--- config.mk ---
export PLATFORM = sky130hd
export DESIGN_NAME = fdc_cmd_collector
export DESIGN_NICKNAME = d
export VERILOG_FILES = /design/src/rtl/fdc_hs_pkg.sv /design/src/rtl/hs_strobe_detect.sv /design/src/rtl/hs_param_buffer.sv /design/src/rtl/hs_xfer_decode.sv /design/src/rtl/fdc_cmd_collector.sv
export SDC_FILE = /design/constraint.sdc
export NUM_CORES = 1
export LEC_CHECK = 0
export BUFFER_PORTS_ARGS = -buffer_cell sky130_fd_sc_hd__buf_4
export CAP_MARGIN = 10
export CORE_ASPECT_RATIO = 1.2
export CORE_UTILIZATION = 50
export CTS_BUF_LIST = sky130_fd_sc_hd__clkbuf_4
export DETAILED_ROUTE_END_ITERATION = 10
export PLACE_DENSITY = 0.84
export SLEW_MARGIN = 20
export SYNTH_ARGS = -nofsm -noshare
export SYNTH_HDL_FRONTEND = slang
export SYNTH_HIERARCHICAL = 1
export SYNTH_SLANG_ARGS = --single-unit
--- constraint.sdc ---
create_clock -name clk -period 2.4 [get_ports clk]
set_input_delay 0.24 -clock clk [delete_from_list [all_inputs] [get_ports clk]]
set_output_delay 0.24 -clock clk [all_outputs]
set_load 0.05 [all_outputs]
--- src/rtl/fdc_hs_pkg.sv ---
package fdc_hs_pkg;

  localparam int CTRL_DV  = 4;
  localparam int CTRL_ATN = 7;
  localparam int CNT_W    = 3;

  localparam logic [7:0] REPLY_STATUS = 8'h00;
  localparam logic [7:0] REPLY_DRIVES = 8'h1F;

  typedef enum logic [7:0] {
    OP_WRITE    = 8'h01,
    OP_READ     = 8'h02,
    OP_COPY     = 8'h04,
    OP_STATUS   = 8'h06,
    OP_DRVSTATE = 8'h07,
    OP_RAMTEST  = 8'h08,
    OP_XMIT2    = 8'h09,
    OP_XMIT1    = 8'h0B,
    OP_RECV     = 8'h0C,
    OP_GO       = 8'h0D,
    OP_LOAD     = 8'h0E,
    OP_SAVE     = 8'h0F
  } opcode_e;

  // Parameter bytes that follow each opcode
  function automatic logic [CNT_W-1:0] param_count(input logic [7:0] op);
    case (op)
      OP_WRITE, OP_READ, OP_RAMTEST, OP_XMIT2, OP_XMIT1, OP_RECV: return 3'd4;
      OP_COPY:          return 3'd7;
      OP_GO:            return 3'd2;
      OP_LOAD, OP_SAVE: return 3'd6;
      default:          return 3'd0;
    endcase
  endfunction

  function automatic logic is_xfer_op(input logic [7:0] op);
    return (op == OP_LOAD) || (op == OP_SAVE);
  endfunction

endpackage

--- src/rtl/hs_strobe_detect.sv ---
module hs_strobe_detect #(
  parameter int NB = 2
) (
  input  logic          clk,
  input  logic          rst_n,
  input  logic          we_i,
  input  logic [NB-1:0] lvl_i,
  output logic [NB-1:0] rise_o,
  output logic [NB-1:0] fall_o
);
  for (genvar i = 0; i < NB; i++) begin : g_bit
    logic cur_q, old_q;
    always_ff @(posedge clk or negedge rst_n) begin
      if (!rst_n) begin
        cur_q <= 1'b0;
        old_q <= 1'b0;
      end else begin
        if (we_i) cur_q <= lvl_i[i];
        old_q <= cur_q;
      end
    end
    assign rise_o[i] = cur_q & ~old_q;
    assign fall_o[i] = ~cur_q & old_q;
  end
endmodule

--- src/rtl/hs_param_buffer.sv ---
module hs_param_buffer #(
  parameter int NP = 6,
  parameter int DW = 8,
  parameter int IW = 3
) (
  input  logic             clk,
  input  logic             rst_n,
  input  logic             wr_en_i,
  input  logic [IW-1:0]    wr_idx_i,
  input  logic [DW-1:0]    wr_data_i,
  output logic [NP*DW-1:0] flat_o
);
  for (genvar i = 0; i < NP; i++) begin : g_slot
    logic [DW-1:0] slot_q;
    always_ff @(posedge clk or negedge rst_n) begin
      if (!rst_n) slot_q <= '0;
      else if (wr_en_i && (wr_idx_i == IW'(i))) slot_q <= wr_data_i;
    end
    assign flat_o[i*DW +: DW] = slot_q;
  end
endmodule

--- src/rtl/hs_xfer_decode.sv ---
module hs_xfer_decode #(
  parameter int NP    = 6,
  parameter int DW    = 8,
  parameter int SPT   = 16,
  parameter int SB    = 256,
  parameter int OFS_W = 21,
  parameter int SZ_W  = 16,
  parameter int AW    = 16
) (
  input  logic [NP*DW-1:0] params_i,
  output logic             drive_o,
  output logic [OFS_W-1:0] offset_o,
  output logic [SZ_W-1:0]  size_o,
  output logic [AW-1:0]    addr_o
);
  localparam int P_CNT = 0, P_DRV = 1, P_TRK = 2, P_SEC = 3, P_AHI = 4, P_ALO = 5;

  function automatic logic [OFS_W-1:0] sector_offset(input logic [DW-1:0] trk,
                                                     input logic [DW-1:0] sec);
    logic [OFS_W-1:0] idx;
    idx = OFS_W'(trk) * OFS_W'(SPT) + OFS_W'(sec) - OFS_W'(1);
    return idx * OFS_W'(SB);
  endfunction

  function automatic logic [SZ_W-1:0] xfer_size(input logic [DW-1:0] cnt);
    return SZ_W'(cnt) * SZ_W'(SB);
  endfunction

  function automatic logic [AW-1:0] join_addr(input logic [DW-1:0] hi, input logic [DW-1:0] lo);
    return AW'({hi, lo});
  endfunction

  logic [DW-1:0] f_cnt, f_drv, f_trk, f_sec, f_ahi, f_alo;
  assign f_cnt = params_i[P_CNT*DW +: DW];
  assign f_drv = params_i[P_DRV*DW +: DW];
  assign f_trk = params_i[P_TRK*DW +: DW];
  assign f_sec = params_i[P_SEC*DW +: DW];
  assign f_ahi = params_i[P_AHI*DW +: DW];
  assign f_alo = params_i[P_ALO*DW +: DW];

  assign drive_o  = |f_drv;
  assign offset_o = sector_offset(f_trk, f_sec);
  assign size_o   = xfer_size(f_cnt);
  assign addr_o   = join_addr(f_ahi, f_alo);
endmodule

--- src/rtl/fdc_cmd_collector.sv ---
module fdc_cmd_collector
  import fdc_hs_pkg::*;
#(
  parameter int DW           = 8,
  parameter int NPARAM       = 6,
  parameter int SECT_PER_TRK = 16,
  parameter int SECT_BYTES   = 256,
  localparam int IDX_W = $clog2(NPARAM + 1),
  localparam int OFS_W = $clog2((((1 << DW) - 1) * SECT_PER_TRK + (1 << DW)) * SECT_BYTES),
  localparam int SZ_W  = DW + $clog2(SECT_BYTES),
  localparam int AW    = 2 * DW
) (
  input  logic                 clk,
  input  logic                 rst_n,
  input  logic [DW-1:0]        host_data_i,
  input  logic                 host_data_we_i,
  input  logic [7:0]           host_ctrl_i,
  input  logic                 host_ctrl_we_i,
  output logic [DW-1:0]        data_latch_o,
  output logic                 accepted_o,
  output logic                 armed_o,
  output logic [DW-1:0]        opcode_o,
  output logic [CNT_W-1:0]     remaining_o,
  output logic [NPARAM*DW-1:0] params_o,
  output logic                 fired_o,
  output logic [DW-1:0]        reply_o,
  output logic                 xfer_o,
  output logic                 xfer_save_o,
  output logic                 xfer_drive_o,
  output logic [OFS_W-1:0]     xfer_offset_o,
  output logic [SZ_W-1:0]      xfer_size_o,
  output logic [AW-1:0]        xfer_addr_o
);
  // Edge events of the two live strobes: index 0 data valid, index 1 attention
  logic [1:0] rise, fall;
  logic dv_rise, dv_fall, atn_rise;

  hs_strobe_detect #(.NB(2)) u_edges (
    .clk(clk), .rst_n(rst_n), .we_i(host_ctrl_we_i),
    .lvl_i({host_ctrl_i[CTRL_ATN], host_ctrl_i[CTRL_DV]}),
    .rise_o(rise), .fall_o(fall)
  );
  assign dv_rise  = rise[0];
  assign dv_fall  = fall[0];
  assign atn_rise = rise[1];

  logic unused_ctrl;
  assign unused_ctrl = ^{host_ctrl_i[6:5], host_ctrl_i[3:0], fall[1]};

  logic [DW-1:0]    latch_q, opcode_q, reply_q;
  logic             accepted_q, armed_q, fired_q, xfer_q;
  logic [CNT_W-1:0] remaining_q;
  logic [IDX_W-1:0] seq_q;

  // Named internal events
  logic take_opcode, take_param, seq_room, store_en, last_param, ack_clear;
  assign take_opcode = dv_rise & armed_q;
  assign take_param  = dv_rise & ~armed_q & (remaining_q != '0);
  assign seq_room    = seq_q < IDX_W'(NPARAM);
  assign store_en    = take_param & seq_room;
  assign last_param  = take_param & (remaining_q == CNT_W'(1));
  assign ack_clear   = dv_fall & accepted_q;

  always_ff @(posedge clk or negedge rst_n) begin
    if (!rst_n) begin
      latch_q    <= '0;
      accepted_q <= 1'b0;
    end else begin
      if (ack_clear)           latch_q <= '0;
      else if (host_data_we_i) latch_q <= host_data_i;
      if (dv_rise)             accepted_q <= 1'b1;
      else if (ack_clear)      accepted_q <= 1'b0;
    end
  end

  always_ff @(posedge clk or negedge rst_n) begin
    if (!rst_n) begin
      armed_q     <= 1'b0;
      opcode_q    <= '0;
      remaining_q <= '0;
      seq_q       <= '0;
      reply_q     <= '0;
      fired_q     <= 1'b0;
      xfer_q      <= 1'b0;
    end else begin
      fired_q <= last_param;
      xfer_q  <= last_param & is_xfer_op(8'(opcode_q));
      if (atn_rise)         armed_q <= 1'b1;
      else if (take_opcode) armed_q <= 1'b0;
      if (take_opcode) begin
        opcode_q    <= latch_q;
        remaining_q <= param_count(8'(latch_q));
        seq_q       <= '0;
        if (8'(latch_q) == OP_STATUS)        reply_q <= DW'(REPLY_STATUS);
        else if (8'(latch_q) == OP_DRVSTATE) reply_q <= DW'(REPLY_DRIVES);
      end else if (take_param) begin
        remaining_q <= remaining_q - CNT_W'(1);
        if (seq_room) seq_q <= seq_q + IDX_W'(1);
      end
    end
  end

  hs_param_buffer #(.NP(NPARAM), .DW(DW), .IW(IDX_W)) u_buf (
    .clk(clk), .rst_n(rst_n), .wr_en_i(store_en), .wr_idx_i(seq_q),
    .wr_data_i(latch_q), .flat_o(params_o)
  );

  hs_xfer_decode #(
    .NP(NPARAM), .DW(DW), .SPT(SECT_PER_TRK), .SB(SECT_BYTES),
    .OFS_W(OFS_W), .SZ_W(SZ_W), .AW(AW)
  ) u_dec (
    .params_i(params_o), .drive_o(xfer_drive_o), .offset_o(xfer_offset_o),
    .size_o(xfer_size_o), .addr_o(xfer_addr_o)
  );

  assign data_latch_o = latch_q;
  assign accepted_o   = accepted_q;
  assign armed_o      = armed_q;
  assign opcode_o     = opcode_q;
  assign remaining_o  = remaining_q;
  assign fired_o      = fired_q;
  assign reply_o      = reply_q;
  assign xfer_o       = xfer_q;
  assign xfer_save_o  = 8'(opcode_q) == OP_SAVE;
endmodule

* Word-level counts from Yosys, hierarchy flattened
Memories as Yosys holds them, arrays and structs flattened. Cells that the tools add are included.
Storage, ports and cells: input bits 20, logic and storage cells 82, register bits 86, bits in read-only memories 48, memories kept 1
Operators by class: equality and inequality tests 10, $add $sub $neg 4, reduce and logical (&&, ||, !) cells 19, muxes and demuxes 14, order comparisons 1, bitwise gates (word level) 14
Memory list:
- (no name shown) | words 16, width 3, read ports 1, clocked after memory_dff 0, write ports 0, RTL line fdc_hs_pkg.sv:27 | case (op)
Operator list (number):
- $mux 8 | 4
- $mux 3 | 6
- $eq 8x3->1 const B | 2
- $eq 8x4->1 const B | 2
- $add 12x8->13 | 1
- $sub 13x1->13 const B | 1
- $reduce_bool 2->1 | 6
- $and 1x1->1 | 10
- $reduce_or 8->1 | 1
- $eq 3x1->1 const B | 2
- $eq 3x2->1 const B | 2
- $eq 3x3->1 const B | 2
- $logic_and 1x1->1 | 6
- $logic_not 4->1 | 1
- $mux 1 | 4
- $not 1->1 | 4
- $reduce_and 2->1 | 2
- $add 3x1->3 const B | 1
- $logic_not 3->1 | 1
- $lt 3x3->1 const B | 1
- $reduce_bool 3->1 | 1
- $sub 3x1->3 const B | 1
- $logic_or 1x1->1 | 1

* Depth between registers and ports, before layout
Gate-level depths: netlist of run 1.
depth after elaboration 6, mapped depth 9, gate-level depth less buffers 9

* Modules after synthesis
Netlist of run 1, hierarchy kept.
By module, submodules not included:
- hs_param_buffer | area each 1833.0 µm², instances 1, cells each 106
- fdc_cmd_collector | area each 1393.8 µm², instances 1, cells each 136
- hs_xfer_decode | area each 965.9 µm², instances 1, cells each 130
- hs_strobe_detect | area each 155.1 µm², instances 1, cells each 10

* Worst setup path before layout of run 1
No wires, ideal clock.
path kind register to output, start point register u_buf.g_slot[2].slot_q[0], end point output xfer_offset_o[17], stages on the path, launching flop included 10, data arrival time 2.879 ns, data required time 2.160 ns, slack -0.719 ns, cells stage by stage dfrtp_1 -> inv_1 -> ha_1 -> inv_1 -> ha_1 -> o21a_1 -> o31a_1 -> o21a_1 -> o41a_1 -> xor2_1
Between the ends: cells in the longest elaborated chain, start to end 2
RTL lines:
- from (decl) | RTL line hs_param_buffer.sv:14 | logic [DW-1:0] slot_q;
- from (signal assigned) | RTL line hs_param_buffer.sv:17 | else if (wr_en_i && (wr_idx_i == IW'(i))) slot_q <= wr_data_i;
- $add 12x8->13 | RTL line hs_xfer_decode.sv:21 | idx = OFS_W'(trk) * OFS_W'(SPT) + OFS_W'(sec) - OFS_W'(1);
- $sub 13x1->13 | RTL line hs_xfer_decode.sv:21
- to (decl) | RTL line fdc_cmd_collector.sv:30 | output logic [OFS_W-1:0] xfer_offset_o,
No other way between the ends.

* Final worst setup path of run 1
start point register u_buf.g_slot[2].slot_q[1], end point output xfer_offset_o[20]
The elaborated chain is that of the path after synthesis.

==> impl_metrics.tcl, run 1 <==
set metrics [dict create \
    status "finished with violations" \
    violations "negative setup slack" \
    insertion_delay_ps 400 \
    path_clk_slew_ps 120 \
    antenna_found_initial 0 \
    drive_gt1_frac 0.584 \
    dp.cells 621 \
    grt_pass1_vias 3195 \
    dr_total_vias 3193 \
    htreeDepth 3 \
    gr-total-overflow 0 \
    place.gp.congestion 0.811 \
    syn_avg_cell_area_sq_um 11.4 \
    routed_via_density 4.93 \
    grt_max_degree 55 \
    wl_um 9650 \
    worstPathRequired_ps 2160 \
    period_share 1.19 \
    critical_path_arrival_ps 2610 \
    post-route-worst-setup-slack_ps -450 \
    relSlewSlack 0.556 \
    finalNetCount 575 \
    cts_made_buffers 9 \
    reg2reg_depth 8 \
    first_pass_iters 4 \
    endpoint_kind "output port" \
    crit_family "compound AO/OA/AOI/OAI gates" \
    ys_warn_count 6 \
    finalClockSkew_ps 17.8 \
    antenna_left 0 \
    max_freq_mhz 351 \
    fin_cells 648 \
    rsz0062_at_grt "true" \
    port_buffers 128 \
    grt_pass1_wl_um 15500 \
    r2r_start "remaining_o[0]" \
    cp_num_cells 10 \
    critical_path.reg2reg.endpoint "u_buf/g_slot[4].slot_q[5]" \
    dieArea_sq_mm 0.00906 \
    ios 154 \
    drt-initial-drc-count 118 \
    finalSetupViolCount 7 \
    clkSinkCount 79 \
    clockBufferDepth 2 \
    dp_hpwl_um 6940 \
    hold_slack_ps 64.2 \
    grt_usage 0.222 \
    period_minus_slack_ps 2850 \
    drv_slew 0 \
    cp_common_cell "ha_4" \
    synth_area_sq_mm 0.00434 \
    critical-path-slowest-cell "dfrtp_2" \
    path_cells "inv_2, ha_4, inv_4, ha_4, and3_4, a2111oi_4, a21oi_2, a41oi_2, xnor2_4, buf_6" \
    initial_core_util 0.524 \
    rrSetupSlack_ps 100 \
    die_width_um 87.1 \
    antenna_cells 0 \
    tritoncts "built" \
    fillers 590 \
    rows 36 \
    wl_per_cell_um 14.9 \
    max_stage_delay_ps 430 \
    drv_cap 0 \
    worst_slew_pin_slew_ps 667 \
    area_growth_pct 37.9 \
    critical_path.startpoint "u_buf/g_slot[2].slot_q[1]" \
    critPathBufInv 3 \
    startpoint_type "flop" \
    synth_cells 381 \
    hold_viol 0 \
    path_class "flop to output port" \
    die_y_um 104 \
    core_sq_mm 0.00829 \
    cts_root_buffer "clkbuf_4" \
    endpoint "xfer_offset_o[20]" \
    drc 0 \
    crit_fanout 5 \
    hold_class "input port to flop" \
]
[placed cells by master (no fill, tap or decap), types with 16 or more instances in the layout]
| master | n |
|---|---|
| buf_4 | 162 |
| dfrtp_2 | 16 |
| conb_1 | 19 |
| mux2_2 | 48 |
| nor2_1 | 17 |
| nand2_1 | 24 |
| dfrtp_1 | 63 |
| inv_1 | 23 |
[per-layer routing]
metal / GRT usage / vias to the layer above / part of all wire
li1: - / 1514 / -
met1: 0.273 / 1587 / 0.40
met2: 0.390 / 83 / 0.56
met3: 0.0325 / 9 / 0.029
met4: 0.0750 / 0 / 0.013
met5: 0 / - / 0
[timing repair]
item,CTS,global route
hold buffers,1,0
setup buffers,9,4
pin swaps,15,6
gates cloned,0,0
gates resized for setup,29,13
hold endpoints to repair,52,0
setup endpoints to repair,8,40
[stage by stage]
step	setup WS, ps	cell area (sq um)	utilization	TNS [ps]
final	-450	5990	0.722	-2460
after CTS	-485	5900	0.711	-2650
after global placement	-114	5570	0.672	-174
after detailed placement	-143	5570	0.672	-314
after floorplan	-196	4590	-	-873
after global routing	-564	5990	0.722	-3370
[worst register-to-register path, delay by kind of cell, from the launching register on]
| kind | cells | cell delay, ps |
|---|---|---|
| adders and majority gates | 2 | 380 |
| muxes | 1 | 340 |
| DFF | 1 | 400 |
| and+or+nand+nor | 2 | 520 |
| AOI/OAI and AO/OA | 1 | 300 |
| buffers and inverters | 2 | 270 |
[final cells by class]
| cell class | count | area (sq um) | share of cell area |
|---|---|---|---|
| clock buffer | 11 | 82.6 | 0.0138 |
| clock inverter | 5 | 35.0 | 0.00585 |
| inverter | 36 | 138 | 0.0230 |
| multi-input combinational | 228 | 2230 | 0.372 |
| sequential | 79 | 2000 | 0.334 |
| tap | 114 | 143 | 0.0238 |
| timing repair buffer | 175 | 1360 | 0.227 |
[how the worst min path moves through the flow]
stage / from / end / slack, ps / depth (start not counted)
CTS: host_ctrl_i[7] / u_edges/g_bit[1].cur_q / 40 / 2
finish: host_ctrl_i[7] / u_edges/g_bit[1].cur_q / 60 / 2
global placement: rst_n / u_buf/g_slot[0].slot_q[7] / 300 / 1
floorplan: rst_n / accepted_o / -60 / 0
global route: host_ctrl_i[7] / u_edges/g_bit[1].cur_q / 40 / 2
detailed placement: rst_n / u_buf/g_slot[1].slot_q[7] / 320 / 1
[registers in the layout (all words and copies together) (netlist names)]
register             cells
seq_q                    3
reply_o                  1
opcode_o                 8
u_edges/g_bit.old_q      2
u_edges/g_bit.cur_q      2
xfer_o                   1
armed_o                  1
u_buf/g_slot.slot_q     48
remaining_o              3
fired_o                  1
data_latch_o             8
accepted_o               1
Power of run 1 is left out: the tool's default activity adds up to more than one toggle a clock period on the data nets, which glitch-free logic cannot reach.
==> run 2: changes to the inputs <==
TNS_END_PERCENT = 1   (was not set)
==> run 2 against run 1 <==
Against the previous run:
- largest cell class unchanged
- final area down 2.8%
- highest routed layer unchanged
- register-to-register slack about the same
- the run still ends with negative setup slack left
- count of clock-buffer cells in the layout is the same
- non-clock buffer count fell by 4
- critical endpoint is now xfer_offset_o[19]
==> impl_metrics.tcl, run 2 (synthesis results as in run 1) <==
set metrics [dict create \
    grt_pass1_vias 3151 \
    status "finished with violations" \
    max_freq_mhz 336 \
    final_cell_mix "buf_4 (161), dfrtp_1 (69), mux2_2 (48)" \
    path_class "flop to output port" \
    gr-total-overflow 0 \
    drt-initial-drc-count 86 \
    period_share 1.24 \
    insertion_delay_ps 400 \
    drive_gt1_frac 0.538 \
    ios 154 \
    clkSinkCount 79 \
    post-place-ws_ps -151 \
    path_clk_slew_ps 120 \
    dp_hpwl_um 7160 \
    antenna_cells 0 \
    worstPathRequired_ps 2160 \
    initial_core_util 0.524 \
    largest-register "u_buf/g_slot.slot_q" \
    port_buffers 128 \
    hold_viol 0 \
    cts_made_buffers 9 \
    violations "negative setup slack" \
    fin_cells 642 \
    wl_um 9750 \
    critical_path_arrival_ps 2740 \
    final_common_cell "buf_4" \
    cts_root_buffer "clkbuf_4" \
    crit_fanout 4 \
    post-route-worst-setup-slack_ps -580 \
    dr_total_vias 3194 \
    drc 0 \
    area_growth_pct 33.9 \
    first_pass_iters 4 \
    worst_slew_pin_slew_ps 689 \
    finish.utilization 0.702 \
    fillers 636 \
    largest_reg_flops 48 \
    finalClockSkew_ps 8.83 \
    finalNetCount 571 \
    grt_usage 0.223 \
    relSlewSlack 0.541 \
    period_minus_slack_ps 2980 \
    place.gp.congestion 0.873 \
    wl_per_cell_um 15.2 \
    antenna_found_initial 0 \
    core_sq_mm 0.00829 \
    dp.cells 623 \
    tritoncts "built" \
    startpoint_type "flop" \
    routed_via_density 4.98 \
    clockBufferDepth 2 \
    hold_class "input port to flop" \
    endpoint_kind "output port" \
    grt_max_degree 56 \
    grt_pass1_wl_um 15400 \
    dieArea_sq_mm 0.00906 \
    rrSetupSlack_ps 110 \
    reg2reg_depth 8 \
    finalSetupViolCount 7 \
    antenna_left 0 \
    die_width_um 87.1 \
    die_y_um 104 \
    rsz0062_at_grt "true" \
    htreeDepth 3 \
    min_path_cells 2 \
    drv_cap 0 \
    rows 36 \
    drv_slew 0 \
]
-- run 2: changes by cell type in the layout (fill, tap and decap cells not counted), moves of 2 or more --
| cell | change |
|---|---|
| dfrtp_1 | +6 |
| ha_4 | -5 |
| buf_6 | -3 |
| ha_1 | +6 |
| dfrtp_2 | -6 |
| clkinv_4 | -2 |
| inv_2 | -4 |
| a21oi_1 | +2 |
| a21oi_2 | -2 |
| inv_1 | +4 |
-- run 2: what timing repair did --
| action | in CTS | in global routing |
|---|---|---|
| hold buffers | 1 | 0 |
| hold endpoints to repair | 53 | 0 |
| pin swaps | 5 | 11 |
| setup buffers | 0 | 4 |
| endpoints found under the setup margin | 16 | 32 |
| gates resized for setup | 11 | 16 |
-- run 2: worst paths after layout --
kind                                      startpoint                   endpoint
setup / recovery           u_buf/g_slot[3].slot_q[5]          xfer_offset_o[19]
hold / removal                        host_ctrl_i[4]     u_edges/g_bit[0].cur_q
setup reg to reg                      remaining_o[1]  u_buf/g_slot[0].slot_q[3]
hold reg to reg               u_edges/g_bit[1].cur_q     u_edges/g_bit[1].old_q
max in group asynchronous                      rst_n  u_buf/g_slot[5].slot_q[2]
min in group asynchronous                      rst_n  u_buf/g_slot[0].slot_q[3]
-- run 2: worst max-delay path, stage by stage (launching register included) --
cell      delay, ps
dfrtp_2         430
inv_2            80
ha_4            200
inv_2            60
ha_4            200
buf_6           110
o21a_1           90
o31a_1          150
a2111o_1        470
a21oi_4         230
xnor2_4         130
buf_6           170
-- run 2: final cells by class --
cell class              count  area (sq um)  share of cell area
multi-input cells         228          2130               0.366
clock inverters             3          13.8             0.00237
well taps                 114           143              0.0245
flip-flops and latches     79          1990               0.342
repair buffers            171          1320               0.227
clock buffers              11          82.6              0.0142
inverters                  36           138              0.0237
-- run 2: through the flow --
step,instance area (sq um),TNS (ps),hold WS (ps)
6_report,5820,-2870,67.3
5_1_grt,5820,-3760,35.2
4_1_cts,5720,-3100,31.0
3_5_place_dp,5560,-746,328
3_3_place_gp,5560,-287,317
2_1_floorplan,4550,-6480,-55.6
-- run 2: routing by layer --
metal / vias up / share of wire / GRT usage
li1: 1503 / - / -
met1: 1572 / 0.41 / 0.279
met2: 108 / 0.53 / 0.379
met3: 11 / 0.047 / 0.0452
met4: 0 / 0.013 / 0.0750
met5: - / 0 / 0
Power of run 2 is left out for the same reason.
